==> src/rtl/msixt_pkg.sv <==
package msixt_pkg;

    localparam logic [7:0] MSIXT_CAP_ID = 8'h11;

    typedef enum logic [1:0] {
        FLD_ADDR_LO = 2'd0,
        FLD_ADDR_HI = 2'd1,
        FLD_DATA    = 2'd2,
        FLD_VCTRL   = 2'd3
    } vec_field_e;

    typedef struct packed {
        logic [31:0] addr_lo;
        logic [31:0] addr_hi;
        logic [31:0] data;
        logic        mask;
    } vec_entry_t;

    localparam vec_entry_t VEC_ENTRY_RST = '{
        addr_lo: 32'h0,
        addr_hi: 32'h0,
        data:    32'h0,
        mask:    1'b1
    };

    function automatic logic [31:0] size_lanes(input logic [2:0] sz);
        case (sz)
            3'd1:    size_lanes = 32'h0000_00ff;
            3'd2:    size_lanes = 32'h0000_ffff;
            3'd4:    size_lanes = 32'hffff_ffff;
            default: size_lanes = 32'h0;
        endcase
    endfunction

endpackage

==> src/rtl/msixt_decode.sv <==
module msixt_decode
    import msixt_pkg::*;
#(
    parameter int NUM_VEC = 4,
    parameter int OFF_W   = 12,
    localparam int IDX_W  = (NUM_VEC > 1) ? $clog2(NUM_VEC) : 1
) (
    input  logic [OFF_W-1:0] off,
    input  logic [2:0]       size,
    output logic             hit,
    output logic [IDX_W-1:0] idx,
    output vec_field_e       field
);

    localparam int BLK_W = OFF_W - 4;

    logic [BLK_W-1:0] blk;
    logic             shape_ok;
    logic             range_ok;

    always_comb begin
        blk      = off[OFF_W-1:4];
        shape_ok = (size == 3'd4) && (off[1:0] == 2'b00);
        range_ok = (int'(blk) < NUM_VEC);
        hit      = shape_ok && range_ok;
        idx      = blk[IDX_W-1:0];
        field    = vec_field_e'(off[3:2]);
    end

endmodule

==> src/rtl/msixt_entry.sv <==
module msixt_entry
    import msixt_pkg::*;
(
    input  logic        clk,
    input  logic        rst_n,
    input  logic        wr_en,
    input  vec_field_e  field,
    input  logic [31:0] wdata,
    output vec_entry_t  ent,
    output logic        flip
);

    vec_entry_t ent_d;
    vec_entry_t ent_q;

    always_comb begin
        ent_d = ent_q;
        flip  = 1'b0;
        if (wr_en) begin
            case (field)
                FLD_ADDR_LO: ent_d.addr_lo = wdata;
                FLD_ADDR_HI: ent_d.addr_hi = wdata;
                FLD_DATA:    ent_d.data    = wdata;
                FLD_VCTRL: begin
                    ent_d.mask = wdata[0];
                    flip       = (wdata[0] != ent_q.mask);
                end
                default: ent_d = ent_q;
            endcase
        end
    end

    always_ff @(posedge clk) begin
        if (!rst_n) begin
            ent_q <= VEC_ENTRY_RST;
        end else begin
            ent_q <= ent_d;
        end
    end

    assign ent = ent_q;

endmodule

==> src/rtl/msixt_cap.sv <==
module msixt_cap
    import msixt_pkg::*;
#(
    parameter int          NUM_VEC  = 4,
    parameter logic [7:0]  NEXT_PTR = 8'h00,
    parameter logic [2:0]  TBL_BIR  = 3'd0,
    parameter logic [31:0] TBL_OFS  = 32'h0,
    parameter logic [2:0]  PBA_BIR  = 3'd0,
    parameter logic [31:0] PBA_OFS  = 32'h0
) (
    input  logic        clk,
    input  logic        rst_n,
    input  logic        cap_req,
    input  logic        cap_we,
    input  logic [3:0]  cap_off,
    input  logic [2:0]  cap_size,
    input  logic [15:0] cap_wdata,
    output logic [31:0] cap_rdata,
    output logic        cap_rvalid,
    output logic        fn_en,
    output logic        fn_mask
);

    typedef struct packed {
        logic        en;
        logic        fmask;
        logic [31:0] rdata;
        logic        rvalid;
    } cap_state_t;

    localparam logic [10:0] TBL_LEN_M1 = 11'(NUM_VEC - 1);

    cap_state_t st_d;
    cap_state_t st_q;

    logic [15:0] ctrl_word;
    logic [31:0] dword_sel;
    logic [31:0] shifted;
    logic        unused_lanes;

    assign unused_lanes = ^cap_wdata[13:0];

    always_comb begin
        ctrl_word = {st_q.en, st_q.fmask, 3'b000, TBL_LEN_M1};
        case (cap_off[3:2])
            2'd0:    dword_sel = {ctrl_word, NEXT_PTR, MSIXT_CAP_ID};
            2'd1:    dword_sel = {TBL_OFS[31:3], TBL_BIR};
            2'd2:    dword_sel = {PBA_OFS[31:3], PBA_BIR};
            default: dword_sel = 32'h0;
        endcase
        shifted = dword_sel >> {cap_off[1:0], 3'b000};

        st_d        = st_q;
        st_d.rvalid = cap_req && !cap_we;
        st_d.rdata  = (cap_req && !cap_we) ? (shifted & size_lanes(cap_size)) : 32'h0;
        if (cap_req && cap_we && (cap_off == 4'd2) && (cap_size == 3'd2)) begin
            st_d.en    = cap_wdata[15];
            st_d.fmask = cap_wdata[14];
        end
    end

    always_ff @(posedge clk) begin
        if (!rst_n) begin
            st_q <= '0;
        end else begin
            st_q <= st_d;
        end
    end

    assign cap_rdata  = st_q.rdata;
    assign cap_rvalid = st_q.rvalid;
    assign fn_en      = st_q.en;
    assign fn_mask    = st_q.fmask;

endmodule

==> src/rtl/msix_vec_table.sv <==
module msix_vec_table
    import msixt_pkg::*;
#(
    parameter int          NUM_VEC  = 4,
    parameter int          OFF_W    = 12,
    parameter logic [7:0]  NEXT_PTR = 8'h60,
    parameter logic [2:0]  TBL_BIR  = 3'd2,
    parameter logic [31:0] TBL_OFS  = 32'h0000_2000,
    parameter logic [2:0]  PBA_BIR  = 3'd2,
    parameter logic [31:0] PBA_OFS  = 32'h0000_3000
) (
    input  logic                 clk,
    input  logic                 rst_n,
    input  logic                 tbl_req,
    input  logic                 tbl_we,
    input  logic [OFF_W-1:0]     tbl_off,
    input  logic [2:0]           tbl_size,
    input  logic [31:0]          tbl_wdata,
    output logic [31:0]          tbl_rdata,
    output logic                 tbl_rvalid,
    input  logic                 cap_req,
    input  logic                 cap_we,
    input  logic [3:0]           cap_off,
    input  logic [2:0]           cap_size,
    input  logic [15:0]          cap_wdata,
    output logic [31:0]          cap_rdata,
    output logic                 cap_rvalid,
    output logic [64*NUM_VEC-1:0] vec_addr,
    output logic [32*NUM_VEC-1:0] vec_data,
    output logic [NUM_VEC-1:0]   vec_mask,
    output logic                 mask_chg
);

    localparam int IDX_W = (NUM_VEC > 1) ? $clog2(NUM_VEC) : 1;

    typedef struct packed {
        logic [31:0] rdata;
        logic        rvalid;
        logic        chg;
    } top_state_t;

    logic             acc_hit;
    logic [IDX_W-1:0] acc_idx;
    vec_field_e       acc_field;

    vec_entry_t         ent_arr [NUM_VEC];
    logic [NUM_VEC-1:0] wr_sel;
    logic [NUM_VEC-1:0] flip_vec;

    logic cap_en;
    logic cap_fmask;

    top_state_t st_d;
    top_state_t st_q;
    logic [31:0] field_val;

    msixt_decode #(
        .NUM_VEC (NUM_VEC),
        .OFF_W   (OFF_W)
    ) u_decode (
        .off   (tbl_off),
        .size  (tbl_size),
        .hit   (acc_hit),
        .idx   (acc_idx),
        .field (acc_field)
    );

    for (genvar gi = 0; gi < NUM_VEC; gi++) begin : g_vec
        assign wr_sel[gi] = tbl_req && tbl_we && acc_hit && (acc_idx == IDX_W'(gi));

        msixt_entry u_entry (
            .clk   (clk),
            .rst_n (rst_n),
            .wr_en (wr_sel[gi]),
            .field (acc_field),
            .wdata (tbl_wdata),
            .ent   (ent_arr[gi]),
            .flip  (flip_vec[gi])
        );

        assign vec_addr[64*gi +: 64] = {ent_arr[gi].addr_hi, ent_arr[gi].addr_lo};
        assign vec_data[32*gi +: 32] = ent_arr[gi].data;
        assign vec_mask[gi]          = ent_arr[gi].mask | cap_fmask | ~cap_en;
    end

    msixt_cap #(
        .NUM_VEC  (NUM_VEC),
        .NEXT_PTR (NEXT_PTR),
        .TBL_BIR  (TBL_BIR),
        .TBL_OFS  (TBL_OFS),
        .PBA_BIR  (PBA_BIR),
        .PBA_OFS  (PBA_OFS)
    ) u_cap (
        .clk        (clk),
        .rst_n      (rst_n),
        .cap_req    (cap_req),
        .cap_we     (cap_we),
        .cap_off    (cap_off),
        .cap_size   (cap_size),
        .cap_wdata  (cap_wdata),
        .cap_rdata  (cap_rdata),
        .cap_rvalid (cap_rvalid),
        .fn_en      (cap_en),
        .fn_mask    (cap_fmask)
    );

    always_comb begin
        case (acc_field)
            FLD_ADDR_LO: field_val = ent_arr[acc_idx].addr_lo;
            FLD_ADDR_HI: field_val = ent_arr[acc_idx].addr_hi;
            FLD_DATA:    field_val = ent_arr[acc_idx].data;
            default:     field_val = {31'h0, ent_arr[acc_idx].mask};
        endcase

        st_d        = st_q;
        st_d.rvalid = tbl_req && !tbl_we;
        st_d.rdata  = (tbl_req && !tbl_we && acc_hit) ? field_val : 32'h0;
        st_d.chg    = |flip_vec;
    end

    always_ff @(posedge clk) begin
        if (!rst_n) begin
            st_q <= '0;
        end else begin
            st_q <= st_d;
        end
    end

    assign tbl_rdata  = st_q.rdata;
    assign tbl_rvalid = st_q.rvalid;
    assign mask_chg   = st_q.chg;

endmodule

==> config.mk <==
export PLATFORM = sky130hd
export DESIGN_NAME = msix_vec_table
export DESIGN_NICKNAME = d
export VERILOG_FILES = /design/src/rtl/msixt_pkg.sv /design/src/rtl/msixt_decode.sv /design/src/rtl/msixt_entry.sv /design/src/rtl/msixt_cap.sv /design/src/rtl/msix_vec_table.sv
export SDC_FILE = /design/constraint.sdc
export NUM_CORES = 1
export LEC_CHECK = 0
export BUFFER_PORTS_ARGS = -buffer_cell sky130_fd_sc_hd__buf_2
export CAP_MARGIN = 20
export CORE_MARGIN = 2
export CORE_UTILIZATION = 43
export CTS_BUF_LIST = sky130_fd_sc_hd__clkbuf_16
export CTS_CLUSTER_DIAMETER = 30
export DETAILED_ROUTE_END_ITERATION = 8
export PLACE_DENSITY = 0.67
export SYNTH_ARGS = -nofsm -noshare
export SYNTH_HDL_FRONTEND = slang
export SYNTH_SLANG_ARGS = --single-unit
export TNS_END_PERCENT = 5
==> constraint.sdc <==
create_clock -name clk -period 4.9 [get_ports clk]
set_input_delay 0.735 -clock clk [delete_from_list [all_inputs] [get_ports clk]]
set_output_delay 0.735 -clock clk [all_outputs]
set_load 0.1 [all_outputs]
==> impl_metrics.toml, run 1 <==
[status]
status = "complete, no violations"

[detailed_routing]
drt-pass1-iter-count = 6
drtAntennaViolNets = 0
route.met3.wl_um = 4770
via_per_inst = 5.17
drc = 0
top_layer_used = "met4"
drt-met1-wl_um = 25400
num_vias = 15180
wl_per_cell_um = 21.5
drt-total-wl_um = 63200
drtIter0Drc = 862
routed-wl-met2_um = 31200

[timing]
max-slew-margin-rel = 0.246
rsz0062_at_grt = "no"
fin_skew_ns = 0.0383
finalSetupViolations = 0
post-route-period-util = 0.566
fin_tns_setup_ns = 0
hold_violations = 0
fmax_ghz = 0.360
period_minus_slack_ns = 2.78
final_max_slew_viol_count = 0
tightestPinTransition_ns = 1.13

[grt]
grt_first_pass_wirelength_um = 93700
grtUsageTotal = 0.234
overflow = 0
grt_pass1_vias = 15247
antenna_found_initial = 1
grt_max_degree = 175

[final_layout]
final_core_util = 0.499
nNetsFinal = 2262
layout_common_cells = "498 x buf_2, 441 x dfxtp_1, 424 x nand2_1"
drive_gt1_frac = 0.351
area_growth_pct = 15.2
final_common_cell = "buf_2"

[synthesis]
synth_area_mm2 = 0.0216
synth-seq-area-share = 0.409
ys.flop_type = "dfxtp_1"
ys_ff_latch = 441
synth.area.mux_share = 0.296
synth-compound-area-share = 0.0120
syn_avg_cell_area_um2 = 10.3
synth-xor-area-share = 0.00122
synth_cells = 2096
synth_edf_count = 0
yosys.area_share.simple = 0.0980
yosys.area_share.adder = 0.00174
yosysUniqueCellTypes = 44
synth_top_family_by_area = "multiplexers"
synth-async-reset-ratio = 0
yosysWarnings = 0

[critical_path]
crit_chain = "buf_4 -> and4b_1 -> nand3_1 -> nor2_4 -> buf_12 -> mux2i_1"
cp_slowest_cell = "nor2_4"
slowest_delay_ns = 0.90
worstPathArrival_ns = 3.28
critPathBufInv = 2
worst-setup-path-type = "in -> reg"
r2r-start = "g_vec[1].u_entry.ent[65]$_SDFFE_PN0P_"
setup.worst_path.end = "g_vec[2].u_entry.ent[23]$_SDFFE_PN0P_"
timing.rr.end = "tbl_rdata[0]$_SDFF_PN0_"
reg2reg_depth = 4
crit_family = "simple AND/OR/NAND/NOR gates"
path_max_fanout = 40
cp.required_ns = 5.41
regToRegSetupSlack_ns = 3.47
cp-start-kind = "input pin"
setup.worst_path.start = "tbl_off[2]"
endpoint_kind = "flop"
crit_cells = 6

[clock_tree]
cts_tree = "yes"
cts-root-buf = "clkbuf_16"
postCtsSetupBuffers = 0
cts_buffer_depth = 3
htree_levels = 3
cts-buffers-inserted = 99
post_cts_resized = 0
cts_hold_buf = 0
clock_sinks = 441
clk_pin_slew_ns = 0.04
insertion_delay_ns = 0.63

[power]
p_leak_nw = 10.2
p_int_w = 0.00817
pwr-share-seq = 0.344
sw_frac_of_total = 0.220
clockPowerShare = 0.625
power_density_mw_per_mm2 = 421
power.switching_w = 0.00231
vdd_drop_max_mv = 0.305
combPwrFrac = 0.031

[placement]
place.port_buffers = 502
finalWeightedCongestion = 0.850
hpwl_um = 40000

[floorplanning]
core_area_mm2 = 0.0499
rows = 82
fp.dieW_um = 228
io-pin-count = 531
dieArea_mm2 = 0.0520
die_h_um = 228
start_util = 0.433

[min_path]
hp-class = "in -> reg"

[run]
maxCapViolCount = 0
[synthesized netlist by cell type, drive strengths merged (3+ instances only)]
cell type	instances	share of area
ha	3	0.0017
nand2b	9	0.0026
nand3	9	0.0021
a21oi	6	0.0014
dfxtp	441	0.41
clkbuf	86	0.015
mux4	96	0.10
nor2b	8	0.0023
or2	3	0.00087
mux2i	420	0.19
o22ai	31	0.0090
mux2	3	0.0016
buf	466	0.16
nor3	6	0.0014
inv	35	0.0061
nor2	19	0.0056
nand2	424	0.074
a31oi	3	0.00087
nor4	3	0.0023
[power by group through the flow]
| stage | Clock [W] | Sequential [W] | Combinational (W) |
|---|---|---|---|
| finish | 0.00656 | 0.00360 | 0.000325 |
| global route | 0.00683 | 0.00360 | 0.000347 |
| detailed placement | 0 | 0.00367 | 0.000325 |
| global placement | 0 | 0.00367 | 0.000320 |
| CTS | 0.00664 | 0.00360 | 0.000325 |
| floorplan | 0 | 0.00367 | 0.000242 |
[flip-flops by register name, summed over array words and instances, names as in the netlist]
| register | flops |
|---|---|
| tbl_rdata | 32 |
| u_cap.cap_rdata | 16 |
| tbl_rvalid | 1 |
| u_cap.cap_rvalid | 1 |
| u_cap.fn_mask | 1 |
| mask_chg | 1 |
| u_cap.fn_en | 1 |
| g_vec.u_entry.ent | 388 |
[worst min path at each step]
stage,start,end,slack (ns),cells past startpoint
3_5_place_dp,g_vec[0].u_entry.ent[76]$_SDFFE_PN0P_,g_vec[0].u_entry.ent[76]$_SDFFE_PN0P_,0.46,2
2_1_floorplan,g_vec[1].u_entry.ent[10]$_SDFFE_PN0P_,g_vec[1].u_entry.ent[10]$_SDFFE_PN0P_,0.44,2
5_1_grt,cap_wdata[15],u_cap.fn_en$_SDFFE_PN0P_,0.38,3
4_1_cts,cap_wdata[15],u_cap.fn_en$_SDFFE_PN0P_,0.35,3
6_report,cap_wdata[15],u_cap.fn_en$_SDFFE_PN0P_,0.40,3
3_3_place_gp,g_vec[0].u_entry.ent[25]$_SDFFE_PN0P_,g_vec[0].u_entry.ent[25]$_SDFFE_PN0P_,0.45,2
[logic make-up (layout without fill, tap and decap cells)]
kind of cell,Yosys count,after routing
and+or+nand+nor,500,500
DFF,441,441
adders and majority gates,3,3
muxes,519,519
AOI/OAI and AO/OA,42,42
buffers and inverters,587,743
xor gates and xnor gates,3,3
other,1,15
[tightest hold or removal path: stages]
cell     delay, ns
buf_2         0.09
mux2i_1       0.06
nor2b_1       0.09
[routing by layer]
| metal | global-route usage | vias up |
|---|---|---|
| li1 | - | 6849 |
| met1 | 0.277 | 7588 |
| met3 | 0.0666 | 112 |
| met5 | 0 | - |
| met4 | 0.0984 | 0 |
| met2 | 0.399 | 631 |
[final cells by class]
type | count | area, um^2
diodes | 1 | 2.50
well taps | 672 | 841
multi-input cells | 1081 | 8930
flip-flops and latches | 441 | 8830
inverters | 35 | 131
repair buffers | 525 | 2790
clock inverters | 80 | 774
fillers | 4476 | 25000
clock buffers | 103 | 2580
[per-stage QoR]
step	setup WS (ns)	instances	area, um^2	hold WS, ns	power, W
2_1_floorplan	2.80	2109	21600	0.445	0.00392
3_3_place_gp	1.56	2754	21500	0.451	0.00399
3_5_place_dp	1.51	2754	21500	0.459	0.00399
4_1_cts	2.16	2937	24900	0.351	0.0106
5_1_grt	2.05	2938	24900	0.380	0.0108
6_report	2.12	2938	24900	0.400	0.0105
Note: power is estimated with default switching activity, not from simulation.
==> run 2: changes to the inputs <==
--- a/config.mk
+++ b/config.mk
@@ -5,6 +5,7 @@
 export SDC_FILE = /design/constraint.sdc
 export NUM_CORES = 1
 export LEC_CHECK = 0
+export ABC_AREA = 1
 export BUFFER_PORTS_ARGS = -buffer_cell sky130_fd_sc_hd__buf_2
 export CAP_MARGIN = 20
 export CORE_MARGIN = 2
@@ -12,7 +13,7 @@
 export CTS_BUF_LIST = sky130_fd_sc_hd__clkbuf_16
 export CTS_CLUSTER_DIAMETER = 30
 export DETAILED_ROUTE_END_ITERATION = 8
-export PLACE_DENSITY = 0.67
+export PLACE_DENSITY = 0.69
 export SYNTH_ARGS = -nofsm -noshare
 export SYNTH_HDL_FRONTEND = slang
 export SYNTH_SLANG_ARGS = --single-unit
==> constraint.sdc (replaced) <==
create_clock -name clk -period 2.5 [get_ports clk]
set_input_delay 0.375 -clock clk [delete_from_list [all_inputs] [get_ports clk]]
set_output_delay 0.375 -clock clk [all_outputs]
set_load 0.1 [all_outputs]
==> run 2 against run 1 <==
Flip-flop and latch count unchanged. Non-clock buffer count rose by 71. Routed wire length is 28% higher. Clock skew is 0.013 ns lower. Area after synthesis grew 1.5%. Total power up 100%. First-iteration DRC count grew to 2.6 times the previous value. Core utilization grew 1.5 points. Worst setup slack got worse by 1.6 ns. Final cell count up 27%. Sequential share of layout area down 1.3 points. Synthesized cell count up 39%.
==> impl_metrics.toml, run 2 <==
[clock_tree]
cts-buffers-inserted = 103
clk_pin_slew_ns = 0.04
post_cts_resized = 0
insertion_delay_ns = 0.64
clock_sinks = 441
cts_buffer_depth = 3
cts_tree = "yes"
htree_levels = 3
postCtsSetupBuffers = 0
cts-root-buf = "clkbuf_16"

[floorplanning]
die_h_um = 230
core_area_mm2 = 0.0503
fp.dieW_um = 230
dieArea_mm2 = 0.0528
rows = 82
start_util = 0.436
io-pin-count = 531

[grt]
antenna_found_initial = 4
grt_pass1_vias = 18555
grtUsageTotal = 0.294
grt_max_degree = 210
grt_first_pass_wirelength_um = 120000
overflow = 0

[power]
power.switching_w = 0.00486
combPwrFrac = 0.041
p_leak_nw = 12.3
power_density_mw_per_mm2 = 822
p_int_w = 0.0164
pwr-share-seq = 0.333
clockPowerShare = 0.627
sw_frac_of_total = 0.229
vdd_drop_max_mv = 0.613

[timing]
finalSetupViolations = 0
max-slew-margin-rel = 0.260
rsz0062_at_grt = "no"
fin_tns_setup_ns = 0
final_max_slew_viol_count = 0
period_minus_slack_ns = 2.01
hold_violations = 0
fmax_ghz = 0.498
tightestPinTransition_ns = 1.11
fin_skew_ns = 0.0249
post-route-period-util = 0.803

[critical_path]
path_max_fanout = 6
worstPathArrival_ns = 1.63
reg2reg_depth = 5
cp.required_ns = 2.12
worst-setup-path-type = "reg -> out"
regToRegSetupSlack_ns = 0.94
endpoint_kind = "output port"
timing.rr.end = "tbl_rdata[16]$_SDFF_PN0_"
r2r-start = "g_vec[0].u_entry.ent[17]$_SDFFE_PN0P_"
cp-start-kind = "flop"

[synthesis]
synth_cells = 2909
yosys.area_share.adder = 0.00171
yosysWarnings = 0
syn_avg_cell_area_um2 = 7.53
yosysMostFrequentCell = "dfxtp_1"
synth_top_family_by_area = "simple AND/OR/NAND/NOR gates"
synth-seq-area-share = 0.403
yosys.area_share.simple = 0.230
synth-async-reset-ratio = 0
synth-xor-area-share = 0.00160
synth.area.mux_share = 0
synth_top_cell_by_area = "dfxtp_1"
synth-compound-area-share = 0.167
yosysUniqueCellTypes = 32
synth_edf_count = 0
synth_top_area_frac = 0.403
synth.area.top_cells = "dfxtp_1 40%, buf_4 14%, o21ai_0 9.6%, nor3_1 7.6%, nor2_1 7.0%"
ys.flop_type = "dfxtp_1"
synth_area_mm2 = 0.0219
synth.top_cells.by_count = "441 x dfxtp_1, 422 x o21ai_0, 411 x nor2_1"
ys_ff_latch = 441

[detailed_routing]
drc = 0
wl_per_cell_um = 21.7
drt-pass1-iter-count = 6
drtAntennaViolNets = 0
num_vias = 20636
via_per_inst = 5.53
drtIter0Drc = 2228
drt-total-wl_um = 81100

[placement]
dpl.cell_count = 3535
hpwl_um = 54100
place.port_buffers = 502
finalWeightedCongestion = 0.939

[run]
maxCapViolCount = 0

[final_layout]
largest_register_ffs = 388
final_cells = 3734
area_growth_pct = 17.8
final_core_util = 0.514
fillCellCount = 4770
final_common_cell = "buf_2"
layout_common_cells = "501 x buf_2, 441 x dfxtp_1, 422 x o21ai_0"
drive_gt1_frac = 0.270
nNetsFinal = 3053

[min_path]
hold_start = "cap_wdata[14]"
min_path_cells = 3
hp-class = "in -> reg"
min_to = "u_cap.fn_mask$_SDFFE_PN0P_"

[status]
status = "complete, no violations"
## run 2: cell types whose count changed after synthesis, sizes merged, moves of 30 or more
cell,before,now
mux4,96,0
nor2,19,421
nand2,424,254
clkbuf,86,168
a22oi,0,67
nor3,6,393
inv,35,65
a22o,0,62
o22ai,31,0
o21ai,0,483
mux2i,420,0
a21oi,6,38
## run 2: stage by stage
step	hold WS [ns]	setup slack [ns]	power (W)	cell area, um^2
floorplan	0.457	0.769	0.00771	22000
global placement	0.497	0.234	0.00802	22300
detailed placement	0.505	0.231	0.00802	22300
CTS	0.0116	0.458	0.0213	25800
global route	0.0411	0.383	0.0218	25800
finish	0.0390	0.493	0.0212	25800
## run 2: repair_timing
item,CTS,global route
endpoints found under the setup margin,0,0
hold endpoints to repair,5,0
hold buffers,6,0
## run 2: layout make-up
class                      count  area (um^2)  share of cell area
sequential                   441         8830               0.342
antenna                        3         7.51            0.000291
timing repair buffer         596         3560               0.138
tap                          672          841              0.0326
clock inverter                83          776              0.0300
inverter                      66          258             0.00998
clock buffer                 107         2680               0.104
multi-input combinational   1766         8880               0.344
## run 2: logic make-up (layout without fill, tap and decap cells)
logic type / Yosys count / after routing
buffers and inverters: 715 / 852
and+or+nand+nor: 1093 / 1093
other: 1 / 17
AOI/OAI and AO/OA: 652 / 652
adders and majority gates: 3 / 3
DFF: 441 / 441
xor gates and xnor gates: 4 / 4
## run 2: worst max-delay path by stage
stage / startpoint / endpoint / slack (ns) / cells past startpoint
6_report: u_cap.fn_mask$_SDFFE_PN0P_ / vec_mask[3] / 0.49 / 3
5_1_grt: u_cap.fn_mask$_SDFFE_PN0P_ / vec_mask[3] / 0.38 / 3
4_1_cts: u_cap.fn_mask$_SDFFE_PN0P_ / vec_mask[3] / 0.46 / 3
3_5_place_dp: tbl_off[4] / g_vec[1].u_entry.ent[59]$_SDFFE_PN0P_ / 0.23 / 9
3_3_place_gp: tbl_off[4] / tbl_rdata[16]$_SDFF_PN0_ / 0.23 / 11
2_1_floorplan: u_cap.cap_rdata[17]$_SDFF_PN0_ / cap_rdata[17] / 0.77 / 1
## run 2: worst max-delay path: stages (launching register included)
cell and delay (ns):
dfxtp_1 0.43, nor2_1 0.08, nand2_1 0.06, buf_2 0.42
## run 2: power groups by stage
stage | Clock, W | Combinational (W) | Sequential (W)
CTS | 0.0134 | 0.000843 | 0.00706
floorplan | 0 | 0.000514 | 0.00720
global route | 0.0139 | 0.000898 | 0.00705
finish | 0.0133 | 0.000862 | 0.00706
detailed placement | 0 | 0.000834 | 0.00718
global placement | 0 | 0.000834 | 0.00718
## run 2: metal layers
metal | up-vias | global-route usage | wire [um]
met5 | - | 0 | 21
met4 | 4 | 0.122 | 3440
met3 | 212 | 0.0758 | 8850
met2 | 1235 | 0.419 | 33700
met1 | 9648 | 0.420 | 35100
li1 | 9537 | - | -
==> run 3: changes to the inputs <==
==> constraint.sdc (replaced) <==
create_clock -name clk -period 1.7 [get_ports clk]
set_input_delay 0.255 -clock clk [delete_from_list [all_inputs] [get_ports clk]]
set_output_delay 0.255 -clock clk [all_outputs]
set_load 0.1 [all_outputs]
==> run 3 against run 2 <==
Clock skew fell by 0.0034 ns. Flip-flop and latch count stayed put. Sequential share of layout area fell by 2.4 points. Count of clock-buffer cells in the layout is 8 lower. Final cell count up 2.0%. Worst hold slack better by 0.036 ns. Worst setup slack got worse by 0.46 ns. Sequential power up 47%. Die area did not move. Register-to-register slack got worse by 0.75 ns.
==> impl_metrics.toml, run 3 (same netlist as run 2, synthesis figures left out) <==
[timing]
hold_violations = 0
final_max_slew_viol_count = 0
worst_slack_ns = 0.0316
post-route-period-util = 0.981
fmax_ghz = 0.599
finalSetupViolations = 0
period_minus_slack_ns = 1.67
rsz0062_at_grt = "yes"
tightestPinTransition_ns = 1.01
max-slew-margin-rel = 0.328
fin_skew_ns = 0.0214

[floorplanning]
fp.dieW_um = 230
die_h_um = 230
dieArea_mm2 = 0.0528
rows = 82
start_util = 0.436
core_area_mm2 = 0.0503
io-pin-count = 531

[power]
combPwrFrac = 0.044
clockPowerShare = 0.630
vdd_drop_max_mv = 0.758
power_density_mw_per_mm2 = 1140
p_int_w = 0.0240
power.switching_w = 0.00774
p_leak_nw = 12.7
pwr-share-seq = 0.326
sw_frac_of_total = 0.244
totalPowerFinal_w = 0.0318

[critical_path]
crit_chain = "buf_2"
cp-start-kind = "flop"
slowest_delay_ns = 0.43
endpoint_kind = "output port"
crit_family = "buffers and inverters"
cp_slowest_cell = "buf_2"
path_max_fanout = 2
worst-setup-path-type = "reg -> out"
critPathBufInv = 1
worstPathArrival_ns = 1.41
regToRegSetupSlack_ns = 0.19
cp.required_ns = 1.44

[final_layout]
final_common_cell = "buf_4"
multi_input_area_mm2 = 0.00891
fillCellCount = 4617
drive_gt1_frac = 0.298
nNetsFinal = 3127
largest_register_ffs = 388
area_growth_pct = 26.8
layout_common_cells = "495 x buf_4, 435 x dfxtp_1, 422 x o21ai_0"
seq_area_mm2 = 0.00884

[placement]
pre_cts_ws_ns = -0.262
place.port_buffers = 502
finalWeightedCongestion = 0.957
hpwl_um = 55700

[clock_tree]
cts_tree = "yes"
cts_buffer_depth = 3
cts-root-buf = "clkbuf_16"
insertion_delay_ns = 0.64
clock_sinks = 441
clk_pin_slew_ns = 0.05
htree_levels = 3
cts-buffers-inserted = 99

[detailed_routing]
num_vias = 21081
drt-pass1-iter-count = 5
drt-total-wl_um = 82600
drtAntennaViolNets = 0
drtIter0Drc = 2280
drc = 0
wl_per_cell_um = 21.7
via_per_inst = 5.53

[status]
status = "complete, no violations"

[run]
maxCapViolCount = 0

[min_path]
hp-class = "in -> reg"

[grt]
antenna_found_initial = 4
overflow = 0
grt_max_degree = 212
grtUsageTotal = 0.297
grt_pass1_vias = 18892
grt_first_pass_wirelength_um = 122000
-- run 3: cell count changes in the layout (fill, tap and decap cells not counted), sizes merged --
| cell | previous run | this run |
|---|---|---|
| clkinvlp | 6 | 12 |
| bufinv | 15 | 17 |
| buf | 590 | 654 |
| clkinv | 43 | 47 |
| inv | 85 | 78 |
| dlymetal6s4s | 0 | 1 |
| dlygate4sd3 | 6 | 11 |
-- run 3: power groups by stage --
| stage | combinational [W] | sequential [W] | clock, W |
|---|---|---|---|
| after global placement | 0.00131 | 0.0106 | 0 |
| after floorplan | 0.000755 | 0.0106 | 0 |
| final | 0.00138 | 0.0104 | 0.0200 |
| after CTS | 0.00133 | 0.0104 | 0.0201 |
| after global routing | 0.00143 | 0.0104 | 0.0207 |
| after detailed placement | 0.00131 | 0.0106 | 0 |
-- run 3: stage by stage --
stage	utilization	hold WS, ns	TNS, ns	cells	instance area (um^2)
finish	0.553	0.0747	0	3809	27800
global route	0.553	0.0864	-0.0292	3809	27800
CTS	0.551	0.0346	-0.00145	3803	27700
detailed placement	0.458	0.510	-82.63	3604	23000
global placement	0.458	0.503	-70.16	3604	23000
floorplan	-	0.337	0	2922	22000
-- run 3: worst paths after layout --
kind,startpoint,to,depth (start not counted)
worst max-delay path,u_cap.cap_rdata[9]$_SDFF_PN0_,cap_rdata[9],1
worst min register to register,g_vec[2].u_entry.ent[0]$_SDFFE_PN1P_,g_vec[2].u_entry.ent[0]$_SDFFE_PN1P_,2
worst max register to register,g_vec[0].u_entry.ent[21]$_SDFFE_PN0P_,tbl_rdata[20]$_SDFF_PN0_,6
worst min-delay path,cap_off[3],u_cap.cap_rdata[12]$_SDFF_PN0_,4
-- run 3: repair_timing --
| item | in CTS | in global routing |
|---|---|---|
| endpoints found under the setup margin | 383 | 14 |
| pin swaps | 0 | 1 |
| hold buffers | 12 | 0 |
| gates resized for setup | 393 | 22 |
| hold endpoints to repair | 16 | 0 |
| buffers inserted | 0 | 3 |
-- run 3: layout make-up --
type | instances | share of cell area
multi-input combinational | 1766 | 0.321
sequential | 441 | 0.318
timing repair buffer | 674 | 0.194
clock buffer | 99 | 0.0891
clock inverter | 88 | 0.0385
tap | 672 | 0.0302
inverter | 66 | 0.00927
antenna | 3 | 0.000270
-- run 3: per-layer routing --
metal	routed length, um	track usage	vias to the layer above
met4	3120	0.119	0
met5	0	0	-
li1	-	-	9678
met3	8770	0.0740	194
met2	34700	0.431	1268
met1	36000	0.421	9941
